### config.mk
export PLATFORM = sky130hd
export DESIGN_NAME = sc_char_rx
export DESIGN_NICKNAME = d
export VERILOG_FILES = /design/src/rtl/sc_rx_pkg.sv /design/src/rtl/sc_rx_sync.sv /design/src/rtl/sc_rx_frame.sv /design/src/rtl/sc_rx_out.sv /design/src/rtl/sc_char_rx.sv
export SDC_FILE = /design/constraint.sdc
export NUM_CORES = 1
export LEC_CHECK = 0
export BUFFER_PORTS_ARGS = -buffer_cell sky130_fd_sc_hd__buf_4
export CORE_ASPECT_RATIO = 1.75
export CORE_MARGIN = 4
export CORE_UTILIZATION = 30
export DETAILED_ROUTE_END_ITERATION = 16
export PLACE_DENSITY_LB_ADDON = 0.05
export SETUP_SLACK_MARGIN = 0.5
export SKIP_CTS_REPAIR_TIMING = 1
export SYNTH_ARGS = -nofsm -noshare
export SYNTH_HDL_FRONTEND = slang
export SYNTH_SLANG_ARGS = --single-unit
### constraint.sdc
create_clock -name clk -period 1.8 [get_ports clk]
set_input_delay 0.18 -clock clk [delete_from_list [all_inputs] [get_ports clk]]
set_output_delay 0.18 -clock clk [all_outputs]
set_load 0.01 [all_outputs]
### src/rtl/sc_rx_pkg.sv
package sc_rx_pkg;
    typedef enum logic [1:0] {
        ST_IDLE  = 2'd0,
        ST_SHIFT = 2'd1,
        ST_BREAK = 2'd2
    } rx_state_e;
endpackage

### src/rtl/sc_rx_sync.sv
module sc_rx_sync #(
    parameter int STAGES = 2
) (
    input  logic clk,
    input  logic rst,
    input  logic din,
    output logic dout
);
    logic [STAGES-1:0] sh_d, sh_q;

    always_comb begin
        sh_d = {sh_q[STAGES-2:0], din};
    end

    always_ff @(posedge clk) begin
        if (rst) sh_q <= '1;
        else     sh_q <= sh_d;
    end

    assign dout = sh_q[STAGES-1];
endmodule

### src/rtl/sc_rx_frame.sv
module sc_rx_frame
    import sc_rx_pkg::*;
#(
    parameter int TICKS_PER_ETU = 5,
    parameter int FIRST_DELAY   = 8,
    parameter int SLOTS         = 10,
    parameter int DATA_W        = 8
) (
    input  logic              clk,
    input  logic              rst,
    input  logic              tick_en,
    input  logic              line_i,
    output logic              done_o,
    output logic              ferr_o,
    output logic [DATA_W-1:0] data_o,
    output logic              perr_o
);
    localparam int MAXCNT = (FIRST_DELAY > TICKS_PER_ETU) ? FIRST_DELAY : TICKS_PER_ETU;
    localparam int CNT_W  = $clog2(MAXCNT);
    localparam int IDX_W  = $clog2(SLOTS + 1);

    typedef struct packed {
        rx_state_e        state;
        logic [CNT_W-1:0] cnt;
        logic [IDX_W-1:0] idx;
        logic [SLOTS-1:0] shreg;
        logic             done;
        logic             ferr;
    } frame_t;

    frame_t fr_d, fr_q;

    always_comb begin
        fr_d      = fr_q;
        fr_d.done = 1'b0;
        fr_d.ferr = 1'b0;
        if (tick_en) begin
            case (fr_q.state)
                ST_IDLE: begin
                    if (!line_i) begin
                        fr_d.state = ST_SHIFT;
                        fr_d.cnt   = CNT_W'(FIRST_DELAY - 1);
                        fr_d.idx   = '0;
                    end
                end
                ST_SHIFT: begin
                    if (fr_q.cnt != '0) begin
                        fr_d.cnt = fr_q.cnt - 1'b1;
                    end else if (fr_q.idx != IDX_W'(SLOTS)) begin
                        fr_d.shreg = {line_i, fr_q.shreg[SLOTS-1:1]};
                        fr_d.idx   = fr_q.idx + 1'b1;
                        fr_d.cnt   = CNT_W'(TICKS_PER_ETU - 1);
                    end else if (line_i) begin
                        fr_d.done  = 1'b1;
                        fr_d.state = ST_IDLE;
                    end else begin
                        fr_d.ferr  = 1'b1;
                        fr_d.state = ST_BREAK;
                    end
                end
                ST_BREAK: begin
                    if (line_i) fr_d.state = ST_IDLE;
                end
                default: fr_d.state = ST_IDLE;
            endcase
        end
    end

    always_ff @(posedge clk) begin
        if (rst) begin
            fr_q.state <= ST_IDLE;
            fr_q.cnt   <= '0;
            fr_q.idx   <= '0;
            fr_q.shreg <= '0;
            fr_q.done  <= 1'b0;
            fr_q.ferr  <= 1'b0;
        end else begin
            fr_q <= fr_d;
        end
    end

    assign done_o = fr_q.done;
    assign ferr_o = fr_q.ferr;
    assign data_o = fr_q.shreg[DATA_W-1:0];
    assign perr_o = ^fr_q.shreg[DATA_W:0];

    // a completion only follows a tick
    p_done_after_tick_r4: assert property (@(posedge clk) disable iff (rst)
        fr_q.done |-> $past(tick_en));
    // never deliver and flag framing together
    p_done_excl_ferr_r5: assert property (@(posedge clk) disable iff (rst)
        !(fr_q.done && fr_q.ferr));
    // a start is taken from a low line in idle
    p_start_low_r2: assert property (@(posedge clk) disable iff (rst)
        (fr_q.state == ST_IDLE && tick_en && !line_i) |=> (fr_q.state == ST_SHIFT));
    // the break wait ends only on a high line
    p_break_hold_r5: assert property (@(posedge clk) disable iff (rst)
        (fr_q.state == ST_BREAK && !(tick_en && line_i)) |=> (fr_q.state == ST_BREAK));
endmodule

### src/rtl/sc_rx_out.sv
module sc_rx_out #(
    parameter int DATA_W = 8
) (
    input  logic              clk,
    input  logic              rst,
    input  logic              done_i,
    input  logic [DATA_W-1:0] data_i,
    input  logic              perr_i,
    input  logic              ferr_i,
    input  logic              clr_i,
    input  logic              ready_i,
    output logic              valid_o,
    output logic [DATA_W-1:0] data_o,
    output logic              perr_o,
    output logic              ferr_flag_o,
    output logic              ovr_flag_o
);
    typedef struct packed {
        logic              full;
        logic [DATA_W-1:0] data;
        logic              perr;
        logic              ferr;
        logic              ovr;
    } hold_t;

    hold_t hd_d, hd_q;
    logic  ovr_evt;

    always_comb begin
        hd_d    = hd_q;
        ovr_evt = 1'b0;
        if (hd_q.full && ready_i) hd_d.full = 1'b0;
        if (done_i) begin
            if (hd_q.full && !ready_i) begin
                ovr_evt = 1'b1;
            end else begin
                hd_d.full = 1'b1;
                hd_d.data = data_i;
                hd_d.perr = perr_i;
            end
        end
        if (ferr_i)       hd_d.ferr = 1'b1;
        else if (clr_i)   hd_d.ferr = 1'b0;
        if (ovr_evt)      hd_d.ovr  = 1'b1;
        else if (clr_i)   hd_d.ovr  = 1'b0;
    end

    always_ff @(posedge clk) begin
        if (rst) begin
            hd_q <= '0;
        end else begin
            hd_q <= hd_d;
        end
    end

    assign valid_o     = hd_q.full;
    assign data_o      = hd_q.data;
    assign perr_o      = hd_q.perr;
    assign ferr_flag_o = hd_q.ferr;
    assign ovr_flag_o  = hd_q.ovr;

    // held output stays put under backpressure
    p_hold_stable_r7: assert property (@(posedge clk) disable iff (rst)
        (hd_q.full && !ready_i) |=> (hd_q.full && $stable(hd_q.data) && $stable(hd_q.perr)));
    // a completion into a full unread register is dropped
    p_overrun_drop_r8: assert property (@(posedge clk) disable iff (rst)
        (done_i && hd_q.full && !ready_i) |=> (hd_q.ovr && $stable(hd_q.data)));
    // clear wins when no new framing event
    p_clear_r6: assert property (@(posedge clk) disable iff (rst)
        (clr_i && !ferr_i) |=> !hd_q.ferr);
    // framing flag is sticky
    p_sticky_r5: assert property (@(posedge clk) disable iff (rst)
        (hd_q.ferr && !clr_i) |=> hd_q.ferr);
endmodule

### src/rtl/sc_char_rx.sv
module sc_char_rx #(
    parameter int TICKS_PER_ETU = 5,
    parameter int FIRST_DELAY   = 8,
    parameter int SLOTS         = 10,
    parameter int DATA_W        = 8,
    parameter int SYNC_STAGES   = 2
) (
    input  logic              clk,
    input  logic              rst,
    input  logic              tick_en,
    input  logic              rx_in,
    input  logic              clr_err,
    output logic              out_valid,
    input  logic              out_ready,
    output logic [DATA_W-1:0] out_data,
    output logic              out_parity_err,
    output logic              frame_err,
    output logic              overrun
);
    logic              line_s;
    logic              done_w;
    logic              ferr_w;
    logic [DATA_W-1:0] data_w;
    logic              perr_w;

    sc_rx_sync #(.STAGES(SYNC_STAGES)) u_sync (
        .clk (clk),
        .rst (rst),
        .din (rx_in),
        .dout(line_s)
    );

    sc_rx_frame #(
        .TICKS_PER_ETU(TICKS_PER_ETU),
        .FIRST_DELAY  (FIRST_DELAY),
        .SLOTS        (SLOTS),
        .DATA_W       (DATA_W)
    ) u_frame (
        .clk    (clk),
        .rst    (rst),
        .tick_en(tick_en),
        .line_i (line_s),
        .done_o (done_w),
        .ferr_o (ferr_w),
        .data_o (data_w),
        .perr_o (perr_w)
    );

    sc_rx_out #(.DATA_W(DATA_W)) u_out (
        .clk        (clk),
        .rst        (rst),
        .done_i     (done_w),
        .data_i     (data_w),
        .perr_i     (perr_w),
        .ferr_i     (ferr_w),
        .clr_i      (clr_err),
        .ready_i    (out_ready),
        .valid_o    (out_valid),
        .data_o     (out_data),
        .perr_o     (out_parity_err),
        .ferr_flag_o(frame_err),
        .ovr_flag_o (overrun)
    );
endmodule

==> run_results.csv <==
group,metric,value,unit
run_status,status,"completed",
setup_path,required,2.01,ns
worst_hold_path,hold_class,"input port to register",
setup_path,slowest_delay,0.40,ns
power_and_ir_drop,power_density,715,nW/µm²
sta,tns,0,ns
synthesis,yosysTopAreaCellShare,0.461,
synthesis,ys_seq_area_frac,0.461,
synthesis,synthCells,159,
global_route,grt_pass1_wl,5.35,mm
clock_tree,clkLatencyLatePin,0.28,ns
power_and_ir_drop,p_comb_frac,0.068,
detailed_routing,drt_iter0_drc,34,
synthesis,yosys-top-cells-area,"dfxtp_1 (46%), mux2i_1 (12%), nor2_1 (6.4%), ha_1 (2.5%), a21oi_1 (2.0%)",
global_route,first_global_vias,1174,
layout,drive_above_1_share,0.366,
clock_tree,path_clk_slew,0.07,ns
floorplanning,fp.dieH,102,µm
sta,rsz0062_at_grt,"yes",
power_and_ir_drop,p_int,1.13,mW
detailed_routing,routed_via_density,4.93,
detailed_routing,wl_met1,1.34,mm
detailed_routing,via_count,1207,
layout,syn_to_final_growth,33.7,%
clock_tree,clock_sinks,35,
global_route,grt_usage,0.115,
layout,n_antenna_cell,0,
placement,io_buffers,17,
run,cap_viol_max_count,0,
power_and_ir_drop,ir_drop,0.372,mV
setup_path,crit_family,"simple AND/OR/NAND/NOR gates",
sta,fin_crit_sh,0.855,
setup_path,cp.arrival,1.75,ns
setup_path,slowest_stage,"or4_4",
power_and_ir_drop,p_clk_frac,0.390,
detailed_routing,drt_pass1_iterations,4,
power_and_ir_drop,p_sw_frac,0.222,
global_route,antenna_found_initial,0,
power_and_ir_drop,power_frac_seq,0.542,
synthesis,synth-seq-cells,35,
sta,fin_skew,0.00740,ns
detailed_routing,wire_per_inst,13.4,µm
sta,finalHoldViolations,0,
sta,worst_slew_pin_slew,0.363,ns
floorplanning,die_w,61.8,µm
setup_path,endpoint_kind,"register",
clock_tree,numCtsBuffers,5,
floorplanning,die_area,6310,µm²
layout,layout.nets,200,
setup_path,worst_setup_path_start_kind,"register",
synthesis,synth_nets,168,
detailed_routing,drc,0,
power_and_ir_drop,power.switching,322,µW
synthesis,syn-cell-area,1520,µm²
placement,place_area,1730,µm²
floorplanning,fp-row-count,34,
layout,final_cells,245,
floorplanning,io_pins,18,
setup_path,worstPathMaxFanout,5,
detailed_routing,met3WireLength,86,µm
detailed_routing,top_layer,"met4",
sta,min_period,1.54,ns
global_route,grt_max_degree,36,
placement,place.gp.congestion,0.855,
setup_path,cp_cell_sequence,"and2b_2, or2_1, buf_6, or4_4, a31oi_1",
power_and_ir_drop,p_leak,0.901,nW
setup_path,path_buf_inv,1,
floorplanning,start_util,0.308,
clock_tree,tritoncts,"done",
sta,setup_viol,0,
setup_path,criticalPathCategory,"register to register",
placement,dp.cells,225,
detailed_routing,ant_nets,0,
sta,slew_headroom,0.758,
floorplanning,core,4930,µm²
synthesis,synth.avg_cell_area,9.55,µm²
clock_tree,clock_path_buffers,2,
placement,hpwl,2.27,mm
sta,fmax,650,MHz
detailed_routing,wirelength,3.29,mm
synthesis,ys_warn_count,0,
layout,design_area,2030,µm²
synthesis,yosysUniqueCellTypes,40,
sta,holdWs,0.0845,ns
global_route,grt_overflow_total,0,
sta,slew_viol_final,0,
detailed_routing,routed-wl-met2,1.80,mm
power_and_ir_drop,power,1.45,mW
synthesis,synth_largest_area_cell,"dfxtp_1",
clock_tree,cts_max_level,2,
clock_tree,root_buffer,"clkbuf_8",
-- final timing paths --
check                    from                to  slack [ns]  cells past startpoint
max reg2reg  u_frame.fr_q[19]  u_frame.fr_q[14]        0.26                      5
max          u_frame.fr_q[19]  u_frame.fr_q[14]        0.26                      5
min reg2reg    u_sync.sh_q[0]    u_sync.sh_q[1]        0.41                      1
min                     rx_in    u_sync.sh_q[0]        0.08                      2
-- routing by layer --
metal / vias to the layer above / GRT usage
li1: 613 / -
met4: 0 / 0.0605
met3: 6 / 0.0303
met1: 570 / 0.122
met2: 18 / 0.199
met5: - / 0
-- flip-flops by register name, summed over array words and instances, names as in the netlist --
name and flops:
u_sync.sh_q 2, u_out.ovr_flag_o 1, u_frame.done_o 1, u_out.perr_o 1
u_out.data_o 8, u_out.ferr_flag_o 1, u_frame.data_o 8, u_frame.fr_q 11
u_out.valid_o 1, u_frame.ferr_o 1
-- cell usage in the layout, fill, tap and decap left out, types with 2 or more instances in the layout --
cell type,synthesis,final
nor2_1,26,25
buf_4,0,25
dfxtp_1,35,25
mux2i_1,18,18
dfxtp_2,0,8
clkbuf_8,0,6
buf_6,0,6
inv_1,6,5
a21oi_1,6,5
o21ai_0,4,4
nand3b_1,3,3
nand3_1,4,3
or2_2,3,3
xnor2_1,3,3
nand2_1,3,3
nand2b_4,1,2
and2b_2,1,2
or2b_1,2,2
nor3_1,3,2
a211oi_1,3,2
xor2_1,2,2
or4b_1,2,2
o211ai_1,2,2
a31oi_1,2,2
nand2b_1,3,2
ha_4,0,2
dfxtp_4,0,2
-- final cells by class --
type | instances | area, µm²
clock buffer | 6 | 82.6
clock inverter | 1 | 5.00
fill | 525 | 2900
inverter | 6 | 22.5
multi-input combinational | 110 | 835
sequential | 35 | 718
tap | 54 | 67.6
timing repair buffer | 33 | 300
-- cells in the mapped netlist, drive strengths merged --
cell     count
or4          1
xnor3        1
o31ai        1
xor2         2
and3b        1
nand3        4
a31oi        2
a211oi       3
nor4         1
or2b         2
dfxtp       35
and4b        1
and2b        2
clkbuf       5
o21ai        4
nand2b       4
or2          4
nor3         3
ha           3
nand4b       1
and4         1
a22oi        1
or3          1
nor2        26
a21oi        6
inv          6
buf          3
or4b         2
o2111ai      1
nand2        3
o22ai        1
o211ai       2
nor2b        1
xnor2        3
nor3b        1
mux2i       18
nand3b       3
-- power groups by stage --
stage / Sequential (mW) / Clock [mW] / Combinational (mW)
global route: 0.788 / 0.638 / 0.111
CTS: 0.789 / 0.599 / 0.0684
global placement: 0.807 / 0 / 0.0675
detailed placement: 0.807 / 0 / 0.0682
finish: 0.787 / 0.566 / 0.0992
floorplan: 0.804 / 0 / 0.0483
-- kinds of logic after synthesis --
kind of cell / count (synthesis) / synth area share
fa+ha+maj: 3 / 0.0247
flops: 35 / 0.461
buf+inv: 14 / 0.0371
simple gates: 62 / 0.229
mux: 18 / 0.119
xor+xnor: 6 / 0.0437
compound gates: 21 / 0.0857
-- stage by stage --
step / setup slack, ns / util
final: 0.262 / 0.412
after global routing: 0.190 / 0.412
after CTS: 0.184 / 0.368
after detailed placement: 0.188 / 0.351
after global placement: 0.231 / 0.351
after floorplan: 0.315 / -
No activity file was read; power rests on OpenSTA's default activity.
